<file path="config.mk">
export PLATFORM = sky130hd
export DESIGN_NAME = evt_gblk
export DESIGN_NICKNAME = d
export VERILOG_FILES = /design/src/rtl/evt_gblk_pkg.sv /design/src/rtl/evt_gblk_dec.sv /design/src/rtl/evt_gblk_cnt.sv /design/src/rtl/evt_gblk_cfg.sv /design/src/rtl/evt_gblk.sv
export SDC_FILE = /design/constraint.sdc
export NUM_CORES = 1
export LEC_CHECK = 0
export BUFFER_PORTS_ARGS = -buffer_cell sky130_fd_sc_hd__buf_4
export CORE_MARGIN = 2
export CORE_UTILIZATION = 50
export CTS_CLUSTER_SIZE = 40
export DETAILED_ROUTE_END_ITERATION = 7
export HOLD_SLACK_MARGIN = 0.15
export PLACE_DENSITY = 0.93
export SLEW_MARGIN = 20
export SYNTH_ARGS = -nofsm -noshare
export SYNTH_HDL_FRONTEND = slang
export SYNTH_SLANG_ARGS = --single-unit
</file>
<file path="constraint.sdc">
create_clock -name clk_i -period 2.7 [get_ports clk_i]
set_input_delay 0.27 -clock clk_i [delete_from_list [all_inputs] [get_ports clk_i]]
set_output_delay 0.27 -clock clk_i [all_outputs]
set_load 0.02 [all_outputs]
</file>
<file path="src/rtl/evt_gblk_pkg.sv">
package evt_gblk_pkg;

   localparam int unsigned MIN_TIMERS   = 3;
   localparam int unsigned WORD_W       = 32;
   localparam int unsigned SLOT_BYTES   = 32;
   localparam logic [31:0] CAP_PATTERN  = 32'h8086_A001;
   localparam int unsigned NT_FIELD_LSB = 8;
   localparam int unsigned NT_FIELD_W   = 5;

   localparam int unsigned OFS_CAP_LO  = 'h000;
   localparam int unsigned OFS_CAP_HI  = 'h004;
   localparam int unsigned OFS_CFG_LO  = 'h010;
   localparam int unsigned OFS_CFG_HI  = 'h014;
   localparam int unsigned OFS_CNT_LO  = 'h0F0;
   localparam int unsigned OFS_CNT_HI  = 'h0F4;
   localparam int unsigned OFS_SLOT_LO = 'h100;
   localparam int unsigned OFS_SLOT_HI = 'h3FF;

   typedef enum logic [2:0] {
      SEL_NONE,
      SEL_CAP_LO,
      SEL_CAP_HI,
      SEL_CFG_LO,
      SEL_CFG_HI,
      SEL_CNT_LO,
      SEL_CNT_HI,
      SEL_SLOT
   } reg_sel_e;

   function automatic int unsigned clamp_timers(int unsigned req, int unsigned hi);
      if (req < MIN_TIMERS) return MIN_TIMERS;
      if (req > hi) return hi;
      return req;
   endfunction

   function automatic logic [31:0] cap_low_word(int unsigned nt);
      logic [31:0] fld;
      fld = 32'(nt - 1) << NT_FIELD_LSB;
      return CAP_PATTERN | fld;
   endfunction

endpackage

</file>
<file path="src/rtl/evt_gblk_dec.sv">
module evt_gblk_dec
   import evt_gblk_pkg::*;
#(
   parameter int unsigned ADDR_W = 10,
   parameter int unsigned NT     = 3
) (
   input  logic [ADDR_W-1:0] addr_i,
   output reg_sel_e          sel_o,
   output logic [NT-1:0]     slot_hit_o,
   output logic [4:0]        slot_off_o
);

   localparam int unsigned IDX_W    = ADDR_W - 5;
   localparam int unsigned SLOT_BASE = OFS_SLOT_LO / SLOT_BYTES;

   logic              aligned;
   logic              in_window;
   logic [IDX_W-1:0]  slot_idx;

   assign aligned    = (addr_i[1:0] == 2'b00);
   assign in_window  = (addr_i >= ADDR_W'(OFS_SLOT_LO)) && (addr_i <= ADDR_W'(OFS_SLOT_HI));
   assign slot_idx   = addr_i[ADDR_W-1:5] - IDX_W'(SLOT_BASE);
   assign slot_off_o = addr_i[4:0];

   always_comb begin
      sel_o = SEL_NONE;
      if (aligned) begin
         if (in_window) begin
            sel_o = SEL_SLOT;
         end else begin
            case (addr_i)
               ADDR_W'(OFS_CAP_LO): sel_o = SEL_CAP_LO;
               ADDR_W'(OFS_CAP_HI): sel_o = SEL_CAP_HI;
               ADDR_W'(OFS_CFG_LO): sel_o = SEL_CFG_LO;
               ADDR_W'(OFS_CFG_HI): sel_o = SEL_CFG_HI;
               ADDR_W'(OFS_CNT_LO): sel_o = SEL_CNT_LO;
               ADDR_W'(OFS_CNT_HI): sel_o = SEL_CNT_HI;
               default:             sel_o = SEL_NONE;
            endcase
         end
      end
   end

   for (genvar i = 0; i < NT; i++) begin : g_slot
      assign slot_hit_o[i] = aligned && in_window && (slot_idx == IDX_W'(i));
   end


   always_comb begin
      slot_onehot_chk: assert ($onehot0(slot_hit_o));
   end


   always_comb begin
      slot_window_chk: assert (in_window || (slot_hit_o == '0));
   end

endmodule

</file>
<file path="src/rtl/evt_gblk_cnt.sv">
module evt_gblk_cnt
   import evt_gblk_pkg::*;
#(
   parameter int unsigned HALF_W = WORD_W
) (
   input  logic              clk_i,
   input  logic              rst_ni,
   input  logic              run_i,
   input  logic              wr_lo_i,
   input  logic              wr_hi_i,
   input  logic [HALF_W-1:0] wdata_i,
   output logic [2*HALF_W-1:0] cnt_o
);

   localparam int unsigned CNT_W = 2 * HALF_W;

   logic [CNT_W-1:0] cnt_q;

   always_ff @(posedge clk_i or negedge rst_ni) begin
      if (!rst_ni) begin
         cnt_q <= '0;
      end else if (run_i) begin
         cnt_q <= cnt_q + CNT_W'(1);
      end else if (wr_lo_i) begin
         cnt_q[HALF_W-1:0] <= wdata_i;
      end else if (wr_hi_i) begin
         cnt_q[CNT_W-1:HALF_W] <= wdata_i;
      end
   end

   assign cnt_o = cnt_q;


   count_step_chk: assert property (@(posedge clk_i) disable iff (!rst_ni)
      run_i |=> (cnt_q == $past(cnt_q) + CNT_W'(1)));


   count_hold_chk: assert property (@(posedge clk_i) disable iff (!rst_ni)
      (!run_i && !wr_lo_i && !wr_hi_i) |=> $stable(cnt_q));


   count_load_chk: assert property (@(posedge clk_i) disable iff (!rst_ni)
      (!run_i && wr_hi_i && !wr_lo_i) |=> (cnt_q[CNT_W-1:HALF_W] == $past(wdata_i)));

endmodule

</file>
<file path="src/rtl/evt_gblk_cfg.sv">
module evt_gblk_cfg #(
   parameter int unsigned NT = 3
) (
   input  logic          clk_i,
   input  logic          rst_ni,
   input  logic          wr_i,
   input  logic [1:0]    wbits_i,
   input  logic [NT-1:0] cmp_max_i,
   output logic          en_o,
   output logic          leg_o,
   output logic [NT-1:0] rearm_o,
   output logic [NT-1:0] disarm_o
);

   logic en_q, leg_q, rise_q, fall_q;

   always_ff @(posedge clk_i or negedge rst_ni) begin
      if (!rst_ni) begin
         en_q   <= 1'b0;
         leg_q  <= 1'b0;
         rise_q <= 1'b0;
         fall_q <= 1'b0;
      end else begin
         rise_q <= wr_i && wbits_i[0] && !en_q;
         fall_q <= wr_i && !wbits_i[0] && en_q;
         if (wr_i) begin
            en_q  <= wbits_i[0];
            leg_q <= wbits_i[1];
         end
      end
   end

   for (genvar i = 0; i < NT; i++) begin : g_chan
      assign rearm_o[i]  = rise_q && !cmp_max_i[i];
      assign disarm_o[i] = fall_q;
   end

   assign en_o  = en_q;
   assign leg_o = leg_q;


   rearm_edge_chk: assert property (@(posedge clk_i) disable iff (!rst_ni)
      $rose(en_q) |-> rise_q);


   disarm_edge_chk: assert property (@(posedge clk_i) disable iff (!rst_ni)
      $fell(en_q) |-> fall_q);


   pulse_single_chk: assert property (@(posedge clk_i) disable iff (!rst_ni)
      (rise_q || fall_q) |=> !(rise_q || fall_q));


   rearm_enabled_chk: assert property (@(posedge clk_i) disable iff (!rst_ni)
      (rearm_o != '0) |-> en_q);

endmodule

</file>
<file path="src/rtl/evt_gblk.sv">
module evt_gblk
   import evt_gblk_pkg::*;
#(
   parameter int unsigned ADDR_W     = 10,
   parameter int unsigned NUM_TIMERS = 3,
   parameter int unsigned MAX_TIMERS = 32,
   parameter int unsigned TICK_FS    = 10_000_000,
   localparam int unsigned NT        = clamp_timers(NUM_TIMERS, MAX_TIMERS)
) (
   input  logic               clk_i,
   input  logic               rst_ni,
   input  logic               req_valid_i,
   input  logic               req_write_i,
   input  logic [ADDR_W-1:0]  req_addr_i,
   input  logic [31:0]        req_wdata_i,
   output logic               rd_valid_o,
   output logic [31:0]        rd_data_o,
   output logic [NT-1:0]      slot_req_o,
   output logic               slot_write_o,
   output logic [4:0]         slot_off_o,
   output logic [31:0]        slot_wdata_o,
   input  logic [NT*32-1:0]   slot_rdata_i,
   input  logic [NT-1:0]      cmp_max_i,
   output logic [63:0]        count_o,
   output logic               enable_o,
   output logic               legacy_o,
   output logic [NT-1:0]      rearm_o,
   output logic [NT-1:0]      disarm_o
);

   localparam logic [31:0] CAP_LO = cap_low_word(NT);
   localparam logic [31:0] CAP_HI = 32'(TICK_FS);

   if (ADDR_W < 10) begin : g_bad_addr
      $error("evt_gblk: ADDR_W must cover the slot window");
   end
   if (MAX_TIMERS < MIN_TIMERS || MAX_TIMERS > (1 << NT_FIELD_W)) begin : g_bad_max
      $error("evt_gblk: MAX_TIMERS out of range");
   end
   if (TICK_FS == 0) begin : g_bad_tick
      $error("evt_gblk: TICK_FS must be nonzero");
   end

   reg_sel_e          sel;
   logic [NT-1:0]     slot_hit;
   logic              wr_req, rd_req;
   logic [31:0]       slot_lane;
   logic [31:0]       rd_next;
   logic              rd_valid_q;
   logic [31:0]       rd_data_q;

   assign wr_req = req_valid_i && req_write_i;
   assign rd_req = req_valid_i && !req_write_i;

   evt_gblk_dec #(
      .ADDR_W (ADDR_W),
      .NT     (NT)
   ) i_dec (
      .addr_i     (req_addr_i),
      .sel_o      (sel),
      .slot_hit_o (slot_hit),
      .slot_off_o (slot_off_o)
   );

   evt_gblk_cnt #(
      .HALF_W (WORD_W)
   ) i_cnt (
      .clk_i   (clk_i),
      .rst_ni  (rst_ni),
      .run_i   (enable_o),
      .wr_lo_i (wr_req && (sel == SEL_CNT_LO)),
      .wr_hi_i (wr_req && (sel == SEL_CNT_HI)),
      .wdata_i (req_wdata_i),
      .cnt_o   (count_o)
   );

   evt_gblk_cfg #(
      .NT (NT)
   ) i_cfg (
      .clk_i     (clk_i),
      .rst_ni    (rst_ni),
      .wr_i      (wr_req && (sel == SEL_CFG_LO)),
      .wbits_i   (req_wdata_i[1:0]),
      .cmp_max_i (cmp_max_i),
      .en_o      (enable_o),
      .leg_o     (legacy_o),
      .rearm_o   (rearm_o),
      .disarm_o  (disarm_o)
   );

   assign slot_req_o   = req_valid_i ? slot_hit : '0;
   assign slot_write_o = req_write_i;
   assign slot_wdata_o = req_wdata_i;

   always_comb begin
      slot_lane = '0;
      for (int i = 0; i < NT; i++) begin
         if (slot_hit[i]) slot_lane = slot_lane | slot_rdata_i[i*32 +: 32];
      end
   end

   always_comb begin
      case (sel)
         SEL_CAP_LO: rd_next = CAP_LO;
         SEL_CAP_HI: rd_next = CAP_HI;
         SEL_CFG_LO: rd_next = {30'b0, legacy_o, enable_o};
         SEL_CNT_LO: rd_next = count_o[31:0];
         SEL_CNT_HI: rd_next = count_o[63:32];
         SEL_SLOT:   rd_next = slot_lane;
         default:    rd_next = '0;
      endcase
   end

   always_ff @(posedge clk_i or negedge rst_ni) begin
      if (!rst_ni) begin
         rd_valid_q <= 1'b0;
         rd_data_q  <= '0;
      end else begin
         rd_valid_q <= rd_req;
         if (rd_req) rd_data_q <= rd_next;
      end
   end

   assign rd_valid_o = rd_valid_q;
   assign rd_data_o  = rd_data_q;


   read_resp_chk: assert property (@(posedge clk_i) disable iff (!rst_ni)
      rd_req |=> rd_valid_o);


   read_quiet_chk: assert property (@(posedge clk_i) disable iff (!rst_ni)
      !rd_req |=> !rd_valid_o);


   read_cap_chk: assert property (@(posedge clk_i) disable iff (!rst_ni)
      (rd_req && sel == SEL_CAP_LO) |=> (rd_data_o[NT_FIELD_LSB +: NT_FIELD_W] == NT_FIELD_W'(NT - 1)));


   strobe_valid_chk: assert property (@(posedge clk_i) disable iff (!rst_ni)
      !req_valid_i |-> (slot_req_o == '0));

endmodule

</file>
### Word level (Yosys, flattened, before mapping)

Cells that the tools add are included.

* output and inout bits: 146
* input port bits: 145
* word-level logic and storage cells: 69
* flip-flop bits (word level): 101

* reductions and logical operators: 29
* multiplexer cells: 12
* add/subtract/negate cells: 2
* eq/ne operators: 14
* bitwise gates (word level): 2
* order comparisons: 2

Operator list (number)
* $mux 32: 6
* $pmux 32 s6: 1
* $add 64x1->64 const B: 1
* $mux 64: 1
* $or 32x32->32: 2
* $eq 10x5->1 const B: 2
* $eq 10x8->1 const B: 2
* $pmux 3 s6: 1
* $logic_and 1x1->1: 17
* $eq 10x3->1 const B: 1
* $ge 10x9->1 const B: 1
* $le 10x10->1 const B: 1
* $logic_not 10->1: 1
* $eq 3x3->1 const B: 3
* $mux 3: 3
* $eq 3x2->1 const B: 2
* $logic_not 1->1: 6
* $eq 5x1->1 const B: 1
* $eq 5x2->1 const B: 1
* $logic_not 5->1: 1
* $sub 5x4->5 const B: 1
* $reduce_bool 2->1: 2
* $eq 3x1->1 const B: 1
* $logic_not 2->1: 1
* 2 further kinds: 2

### Longest topological paths before layout

Gate-level depths: netlist (run 1).

* depth in word-level cells: 10
* mapped depth: 10
* gate-level depth less buffers: 8

### By module

From an unflattened synthesis (run 1), not the netlist that was laid out.

* cell total of the unflattened synthesis: 840
* area, all modules: 7154.4 um^2

By module, submodules not included
* evt_gblk_cnt: cells each 504, times used 1, seq. area each 1601.5 um^2, area each 4214.0 um^2
* evt_gblk: cells each 295, times used 1, seq. area each 825.8 um^2, area each 2557.5 um^2
* evt_gblk_dec: cells each 27, times used 1, seq. area each 0.0 um^2, area each 193.9 um^2
* evt_gblk_cfg: cells each 14, times used 1, seq. area each 100.1 um^2, area each 188.9 um^2

### Worst setup path before layout (run 1)

OpenSTA, ideal clock, no wires.

* path kind: flip-flop to flip-flop
* start: reg i_cnt.cnt_q[15], in the netlist i_cnt.cnt_o[15]
* end: reg i_cnt.cnt_q[48], in the netlist i_cnt.cnt_o[48]
* cell stages (with the launch flop): 9
* path slack: 0.566 ns
* data arrival time: 2.015 ns
* setup time: 0.119 ns
* path through: dfrtp_1 buf_4 nand4_1 nor4_4 and4_1 buf_2 nand4_1 o22a_1 o21a_1

* longest elaborated chain between the ends: 2

RTL lines
* from (decl): line evt_gblk_cnt.sv:17 `logic [CNT_W-1:0] cnt_q;`
* from (signal assigned): line evt_gblk_cnt.sv:23 `cnt_q <= cnt_q + CNT_W'(1);`
* from (signal, indexed assignment): line evt_gblk_cnt.sv:25 `cnt_q[HALF_W-1:0] <= wdata_i;`
* from (signal, indexed assignment): line evt_gblk_cnt.sv:27 `cnt_q[CNT_W-1:HALF_W] <= wdata_i;`
* $add 64x1->64: line evt_gblk_cnt.sv:23
* $mux 64: line evt_gblk_cnt.sv:22 `end else if (run_i) begin`

Every way passes these cells.
A chain may end at the register's enable or synchronous reset.

### Worst setup path in the final report (run 1)

* start: reg i_cnt.cnt_q[16], in the netlist i_cnt.cnt_o[16]
* end: reg i_cnt.cnt_q[61], in the netlist i_cnt.cnt_o[61]

Same word-level chain as after synthesis.

==> results of run 1 <==
## cell type report
class | instances | area [µm²] | share of cell area
Clock inverter | 6 | 87.6 | 0.00889
Timing Repair Buffer | 329 | 2520 | 0.256
Tap cell | 184 | 230 | 0.0234
Sequential cell | 101 | 2530 | 0.257
Inverter | 9 | 33.8 | 0.00343
Multi-Input combinational cell | 716 | 4220 | 0.428
Clock buffer | 9 | 225 | 0.0229
## placed cells by master, fill, tap and decap left out, types with 6 or more instances in the layout
cell type and n:
mux2i_1 39, xnor2_1 31, nand4_1 28, and3_1 53, nor4_1 10, xor2_1 20, a22o_1 6, dfrtp_1 100
nor2_1 86, a21oi_1 73, buf_4 324, nand2_1 160, a31oi_1 12, o21ai_0 40, nand3_1 32, a21oi_2 6
clkbuf_16 9, a221oi_1 21, inv_1 9, nor3_1 14
## logic make-up after synthesis
group                    synth area share
AND/OR/NAND/NOR                     0.274
buffers and inverters              0.0882
AO/OA/AOI/OAI                       0.176
flip-flops                          0.342
adder cells (fa/ha/maj)           0.00339
multiplexers                       0.0559
XOR/XNOR                           0.0605
## cell usage after synthesis, types with 28 or more instances
library cell / count
nor2_1: 86
nand3_1: 32
nand4_1: 28
xnor2_1: 31
clkbuf_1: 46
a21oi_1: 73
o21ai_0: 40
and3_1: 53
mux2i_1: 39
buf_4: 42
dfrtp_1: 101
nand2_1: 160
## registers in the layout (all words and copies together), names as in the netlist
register      cells
i_cnt.cnt_o      64
rd_data_o        32
i_cfg.en_o        1
i_cfg.fall_q      1
i_cfg.leg_o       1
i_cfg.rise_q      1
rd_valid_o        1
## how the worst max path moves through the flow
stage,startpoint,to,cells past startpoint
final,i_cnt.cnt_o[16]$_DFFE_PN0P_,i_cnt.cnt_o[61]$_DFFE_PN0P_,6
after global routing,i_cnt.cnt_o[16]$_DFFE_PN0P_,i_cnt.cnt_o[61]$_DFFE_PN0P_,6
after CTS,i_cnt.cnt_o[16]$_DFFE_PN0P_,i_cnt.cnt_o[56]$_DFFE_PN0P_,7
after detailed placement,req_addr_i[8],i_cnt.cnt_o[45]$_DFFE_PN0P_,8
after global placement,req_addr_i[8],i_cnt.cnt_o[45]$_DFFE_PN0P_,8
after floorplan,i_cnt.cnt_o[15]$_DFFE_PN0P_,i_cnt.cnt_o[48]$_DFFE_PN0P_,8
## power groups by stage
stage | sequential, W | combinational [W] | clock, W
after floorplan | 0.00180 | 0.000443 | 0
after global placement | 0.00175 | 0.000993 | 0
after detailed placement | 0.00175 | 0.00101 | 0
after CTS | 0.00173 | 0.00102 | 0.00140
after global routing | 0.00174 | 0.00110 | 0.00147
final | 0.00174 | 0.00103 | 0.00141
## repair_timing
action | 4_1_cts | 5_1_grt
endpoints found under the hold margin | 44 | 0
setup buffers | 0 | 0
hold buffers | 1 | 0
gates resized for setup | 0 | 0
## metal layers
metal,track usage,share of wire
met2,0.570,0.47
met4,0.122,0.032
met1,0.459,0.37
met5,0,0
met3,0.0804,0.13
## stage by stage
step	power, W	worst slack [ns]
finish	0.00417	0.265
global route	0.00431	0.140
CTS	0.00415	0.358
detailed placement	0.00277	0.329
global placement	0.00274	0.393
floorplan	0.00224	0.566
==> flow_summary.ini, run 1 <==
[floorplanning]
core_mm2 = 0.0145
io_pins = 291
die_w_um = 126
die_h_um = 126
die_area_mm2 = 0.0158
placementRows = 44
initial_core_util = 0.510

[worst_hold_path]
hold_end = i_cfg.fall_q$_DFF_PN0_
hold_class = in -> reg
hold-path-cell-count = 2
hold_path.startpoint = req_wdata_i[0]

[finish]
instances_no_fill = 1354
nNetsFinal = 1313
antenna_cells = 0
fin_area_mm2 = 0.00985
synthToLayoutAreaGrowth_pct = 33.3
layout-drive-gt1-share = 0.316
postLayoutCoreUtil = 0.680
fillers = 1171

[cts]
htree_levels = 3
cts_root_buf = clkbuf_16
path_clk_slew_ns = 0.07
clock-sinks = 101
clock_path_buffers = 2
tritoncts = built
cts_buffers = 9
insertion_delay_ns = 0.35

[timing]
final-hold-violation-count = 0
tns_ns = 0
fin_crit_ns = 2.44
fmax_ghz = 0.411
fin_worst_skew_ns = 0.00767
worstMarginPinSlew_ns = 0.671
min_period_over_period = 0.902
setup_viol = 0
holdWs_ns = 0.173
slew_violations = 0
maxSlewHeadroom = 0.553
rsz0062_at_grt = false

[yosys]
synth_top_area_frac = 0.342
async_reset_ff_frac = 1.00
syn_inst = 936
yosys_warnings = 0
synth.distinct_cells = 60
synth_area_mm2 = 0.00739
synth_top_area_cell = dfrtp_1
ys_ff_latch = 101
ys.flop_type = dfrtp_1
seq_area_frac_synth = 0.342
synth.avg_cell_area_um2 = 7.89
synth_nets = 1083
synth_area_leaders = dfrtp_1, nand2_1, mux2i_1
synth-edff-count = 0

[critical_path]
critPathArrivalTime_ns = 2.70
critPathCaptureType = register
critPathLaunchType = register
critical-path-top-delay-family = simple AND/OR/NAND/NOR gates
worst-setup-path-type = reg -> reg
worstRegToRegCells = 6
crit_fanout = 7
cp_cell_sequence = nand4_1, nor2_1, nand3_1, nor4b_1, a311oi_1, nor3_1
cpMaxStageDelayCell = nor4b_1
timing.rr.start = i_cnt.cnt_o[16]$_DFFE_PN0P_
crit_required_ns = 2.96
r2r_setup_slack_ns = 0.26
r2r-end = i_cnt.cnt_o[61]$_DFFE_PN0P_
critPathBufInv = 0
cpPeakStageDelay_ns = 0.52

[power_and_ir_drop]
power_switching_w = 0.00131
cellPowerDensity_mw_per_mm2 = 423
power_frac_seq = 0.416
ir_worst_vdd_v = 0.000298
power_leakage_nw = 4.65
pwr-share-comb = 0.247
clockPowerShare = 0.337
intPower_w = 0.00286
switching_share = 0.314

[global_route]
grt_max_degree = 49
gr-total-overflow = 0
antenna_found_initial = 0
grt_pass1_vias = 8045
grt_pass1_wl_um = 44000
grt_use_total = 0.350

[route]
vias_per_cell = 6.25
wire_per_inst_um = 21.1
drtAntennaViolNets = 0
drt-total-wl_um = 28600
drt_iter0_markers = 1190
drc_errors = 0
via_count = 8462
dr.pass1.iters = 8

[placement]
dp.cells = 1338
gp_congestion = 0.953
placed_area_mm2 = 0.00952
hpwl_um = 21500
io_buffers = 290

[run]
max_cap_violations = 0

[outcome]
status = complete, no violations
Power figures use the tool's default switching activity.
==> run 2: changes to the inputs <==
--- a/config.mk
+++ b/config.mk
@@ -9,7 +9,8 @@
 export CORE_MARGIN = 2
-export CORE_UTILIZATION = 50
+export CORE_UTILIZATION = 54
 export CTS_CLUSTER_SIZE = 40
 export DETAILED_ROUTE_END_ITERATION = 7
+export GPL_TIMING_DRIVEN = 0
 export HOLD_SLACK_MARGIN = 0.15
-export PLACE_DENSITY = 0.93
+export PLACE_DENSITY = 0.95
 export SLEW_MARGIN = 20
==> constraint.sdc (replaced) <==
create_clock -name clk_i -period 2.92 [get_ports clk_i]
set_input_delay 0.292 -clock clk_i [delete_from_list [all_inputs] [get_ports clk_i]]
set_output_delay 0.292 -clock clk_i [all_outputs]
set_load 0.005 [all_outputs]
==> run 2 against run 1 <==
Against the previous run: critical path depth grew 1; setup slack got worse by 0.13 ns; clock-buffer cell count rose by 4; flip-flop and latch count is the same; via count rose by 7.2%; global-route usage grew 6.4 points; non-clock buffer count is 67 higher; first-iteration DRC count decreased by 0.92%; cell area rose by 2.3%; highest routed layer is now met5.
==> flow_summary.ini, run 2 (synthesized netlist as in run 1, its figures left out) <==
[outcome]
status = complete, no violations

[finish]
layout-drive-gt1-share = 0.305
instances_no_fill = 1416
nNetsFinal = 1380
layout_common_cells = buf_4, nand2_1, dfrtp_1, nor2_1, a21oi_1
synthToLayoutAreaGrowth_pct = 36.3
largest_reg_flops = 64
mostFrequentLayoutCell = buf_4
postLayoutCoreUtil = 0.757

[timing]
min_period_over_period = 0.953
worstMarginPinSlew_ns = 0.988
fin_crit_ns = 2.78
fmax_ghz = 0.360
final-hold-violation-count = 0
setup_viol = 0
tns_ns = 0
slew_violations = 0
maxSlewHeadroom = 0.341
rsz0062_at_grt = false
fin_worst_skew_ns = 0.00837

[critical_path]
worst-setup-path-type = reg -> reg
cpPeakStageDelay_ns = 0.55
worstRegToRegCells = 7
crit_required_ns = 3.14
cp_cell_sequence = clkbuf_1, nand4_1, nor4_1, nand4_1, nor3_1, xnor2_1, a21oi_1
timing.rr.start = i_cnt.cnt_o[26]$_DFFE_PN0P_
critical-path-top-delay-family = simple AND/OR/NAND/NOR gates
critPathCaptureType = register
cpMaxStageDelayCell = nor4_1
critPathArrivalTime_ns = 3.00
crit_fanout = 8
r2r_setup_slack_ns = 0.14
critPathLaunchType = register
r2r-end = i_cnt.cnt_o[55]$_DFFE_PN0P_
crit_start = i_cnt.cnt_o[26]$_DFFE_PN0P_
critPathBufInv = 1
crit_top_cell = nand4_1

[power_and_ir_drop]
intPower_w = 0.00262
clockPowerShare = 0.343
power_leakage_nw = 4.75
total_power_w = 0.00375
power_switching_w = 0.00113
pwr-share-comb = 0.229
cellPowerDensity_mw_per_mm2 = 372
power_frac_seq = 0.429
switching_share = 0.302
ir_worst_vdd_v = 0.000291

[placement]
hpwl_um = 23400
io_buffers = 285
gp_congestion = 1.00
dp.cells = 1397

[route]
vias_per_cell = 6.40
dr_wl_met2_um = 14100
wl_met1_um = 10600
dr.pass1.iters = 7
wire_per_inst_um = 21.9
drt-total-wl_um = 31100
top_layer = met5
drc_errors = 0
drt_iter0_markers = 1179
drtAntennaViolNets = 0
via_count = 9069
met3_length_um = 4700

[floorplanning]
placementRows = 42
die_h_um = 121
io_pins = 291
core_mm2 = 0.0133
die_area_mm2 = 0.0146
die_w_um = 121
initial_core_util = 0.556

[cts]
clock_path_buffers = 2
tritoncts = built
clock-sinks = 101
postCtsResizedCells = 0
htree_levels = 3
cts_buffers = 9
cts_root_buf = clkbuf_16
insertion_delay_ns = 0.36
path_clk_slew_ns = 0.07

[run]
max_cap_violations = 0

[global_route]
gr-total-overflow = 0
grt_use_total = 0.413
antenna_found_initial = 1
grt_pass1_vias = 8545
grt_max_degree = 102
grt_pass1_wl_um = 46600

[worst_hold_path]
hold_class = in -> reg
hold-path-cell-count = 2
hold_end = i_cfg.fall_q$_DFF_PN0_
hold_path.startpoint = req_wdata_i[0]
-- run 2: how the worst max path moves through the flow --
stage,endpoint,slack [ns],cells after the start
floorplan,i_cnt.cnt_o[26]$_DFFE_PN0P_,0.77,9
global placement,i_cnt.cnt_o[55]$_DFFE_PN0P_,0.22,7
detailed placement,rd_data_o[30]$_DFFE_PN0P_,0.20,9
CTS,slot_req_o[2],0.22,8
global route,i_cnt.cnt_o[55]$_DFFE_PN0P_,0.05,7
finish,i_cnt.cnt_o[55]$_DFFE_PN0P_,0.14,7
-- run 2: cell type report --
type                    instances  area [µm²]
multi-input cells             716        4210
fillers                       966        3220
flip-flops and latches        101        2530
repair buffers                286        2150
plain buffers                 110         618
clock buffers                  13         260
well taps                     176         220
clock inverters                 3        43.8
inverters                       9        33.8
diodes                          2        5.00
-- run 2: through the flow --
| step | hold slack (ns) | instance area [µm²] | worst slack [ns] |
|---|---|---|---|
| 2_1_floorplan | -0.00359 | 7390 | 0.775 |
| 3_3_place_gp | 0.465 | 9750 | 0.216 |
| 3_5_place_dp | 0.472 | 9750 | 0.198 |
| 4_1_cts | 0.187 | 10100 | 0.224 |
| 5_1_grt | 0.199 | 10100 | 0.0467 |
| 6_report | 0.188 | 10100 | 0.139 |
-- run 2: metal layers --
metal / GRT usage / up-vias
li1: - / 3902
met1: 0.526 / 4158
met2: 0.657 / 827
met3: 0.106 / 180
met4: 0.194 / 2
met5: 0 / -
-- run 2: timing repair --
| item | CTS | global route |
|---|---|---|
| endpoints found under the hold margin | 101 | 0 |
| setup buffers | 0 | 0 |
| hold buffers | 1 | 0 |
-- run 2: power groups by stage --
stage                     Clock, W  Sequential (W)  Combinational, W
final                      0.00129         0.00161          0.000858
after detailed placement         0         0.00162          0.000835
after global routing       0.00132         0.00161          0.000917
after global placement           0         0.00162          0.000815
after CTS                  0.00127         0.00160          0.000843
after floorplan                  0         0.00158          0.000376
==> run 3: changes to the inputs <==
Settings changed: CORE_ASPECT_RATIO set to 1.75, CTS_CLUSTER_SIZE 40 to 8.
==> run 3 against run 2 <==
Against the previous run: routed wire length rose by 3.8%; hold slack gained 0.0012 ns; global-route usage is 1.9 points higher; power down 1.3%; cell area fell by 0.11%; core utilization decreased by 0.58 points; combinational power increased by 0.8%; via count is the same; highest routed layer is now met4.
==> flow_summary.ini, run 3 (synthesized netlist as in run 1, its figures left out) <==
[worst_hold_path]
hold_class = in -> reg

[cts]
htree_levels = 3
cts_root_buf = clkbuf_16
tritoncts = built
path_clk_slew_ns = 0.08
clock_path_buffers = 2
insertion_delay_ns = 0.36
clock-sinks = 101
cts_buffers = 9

[route]
vias_per_cell = 6.42
via_count = 9069
dr.pass1.iters = 5
wire_per_inst_um = 22.8
drt_iter0_markers = 1105
drtAntennaViolNets = 0
drt-total-wl_um = 32200
drc_errors = 0

[critical_path]
crit_fanout = 10
critical-path-top-delay-family = simple AND/OR/NAND/NOR gates
crit_top_cell = buf_4
r2r_setup_slack_ns = 0.27
critPathCaptureType = output port
critPathBufInv = 4
cpPeakStageDelay_ns = 0.66
critPathLaunchType = primary input
cp_cell_sequence = buf_4, inv_1, ha_1, or3_1, nor3_1, clkbuf_1, and3_1, buf_4
worst-setup-path-type = in -> out
cpMaxStageDelayCell = nor3_1
critPathArrivalTime_ns = 2.45
crit_required_ns = 2.63

[timing]
setup_viol = 0
worstMarginPinSlew_ns = 1.03
fmax_ghz = 0.365
min_period_over_period = 0.939
tns_ns = 0
fin_crit_ns = 2.74
final-hold-violation-count = 0
maxSlewHeadroom = 0.316
holdWs_ns = 0.189
slew_violations = 0
rsz0062_at_grt = false
fin_worst_skew_ns = 0.0101

[finish]
instances_no_fill = 1413
mostFrequentLayoutCell = buf_4
largest_reg_flops = 64
fillers = 1040
nNetsFinal = 1380
synthToLayoutAreaGrowth_pct = 36.2
layout-drive-gt1-share = 0.307
layout_common_cells = buf_4, nand2_1, dfrtp_1, nor2_1, a21oi_1

[floorplanning]
die_w_um = 92.4
initial_core_util = 0.552
die_area_mm2 = 0.0147
die_h_um = 159
io_pins = 291
placementRows = 56
core_mm2 = 0.0134

[power_and_ir_drop]
ir_worst_vdd_v = 0.000280
power_leakage_nw = 4.74
cellPowerDensity_mw_per_mm2 = 368
total_power_w = 0.00370

[run]
max_cap_violations = 0

[global_route]
gr-total-overflow = 0
grt_pass1_vias = 8948
grt_pass1_wl_um = 49000
antenna_found_initial = 1
grt_max_degree = 102
grt_use_total = 0.432

[placement]
gp_congestion = 1.01
dp.cells = 1395
hpwl_um = 24600
io_buffers = 285

[outcome]
status = complete, no violations
run 3: changes by cell type in the layout (fill, tap and decap cells not counted), moves of 2 or more:
cell	previous run	this run
clkbuf_8	2	0
inv_8	0	3
clkinvlp_4	0	2
clkbuf_1	48	46
run 3: through the flow:
stage	setup slack (ns)	utilization	instance area, µm²
after floorplan	0.775	-	7390
after global placement	0.115	0.728	9750
after detailed placement	0.0855	0.728	9750
after CTS	0.191	0.751	10100
after global routing	0.0536	0.751	10100
final	0.179	0.752	10100
run 3: cell type report:
| cell class | instances | area, µm² | area share |
|---|---|---|---|
| Tap cell | 174 | 218 | 0.0216 |
| Sequential cell | 101 | 2530 | 0.251 |
| Multi-Input combinational cell | 716 | 4220 | 0.419 |
| Inverter | 9 | 33.8 | 0.00336 |
| Clock buffer | 9 | 225 | 0.0224 |
| Antenna cell | 1 | 2.50 | 0.000249 |
| Timing Repair Buffer | 286 | 2150 | 0.214 |
| Clock inverter | 7 | 66.3 | 0.00659 |
| Buffer | 110 | 618 | 0.0614 |
run 3: final timing paths:
path	from	endpoint	depth (start not counted)
max reg2reg	i_cnt.cnt_o[32]$_DFFE_PN0P_	i_cnt.cnt_o[55]$_DFFE_PN0P_	7
max	req_addr_i[8]	slot_req_o[1]	8
min in group asynchronous	rst_ni	rd_data_o[5]$_DFFE_PN0P_	2
min reg2reg	rd_data_o[24]$_DFFE_PN0P_	rd_data_o[24]$_DFFE_PN0P_	2
max in group asynchronous	rst_ni	i_cnt.cnt_o[57]$_DFFE_PN0P_	2
min	req_wdata_i[0]	i_cfg.fall_q$_DFF_PN0_	2
run 3: repair_timing:
item	4_1_cts	5_1_grt
gates resized for setup	0	1
hold buffers	1	0
buffers inserted	0	0
endpoints found under the hold margin	101	0
endpoints found under the setup margin	0	1
run 3: metal layers:
| layer | share of wire | vias up | global-route usage |
|---|---|---|---|
| li1 | - | 3905 | - |
| met1 | 0.32 | 4225 | 0.479 |
| met2 | 0.49 | 735 | 0.708 |
| met3 | 0.11 | 204 | 0.0968 |
| met4 | 0.080 | 0 | 0.326 |
| met5 | 0 | - | 0 |
run 3: report_power, final:
part | switching, W | leakage (nW) | internal [W] | total [W]
Combinational | 0.000429 | 3.48 | 0.000436 | 0.000865
Clock | 0.000631 | 0.138 | 0.000603 | 0.00123
Sequential | 0.000135 | 1.13 | 0.00147 | 0.00160
Total | 0.00119 | 4.74 | 0.00251 | 0.00370
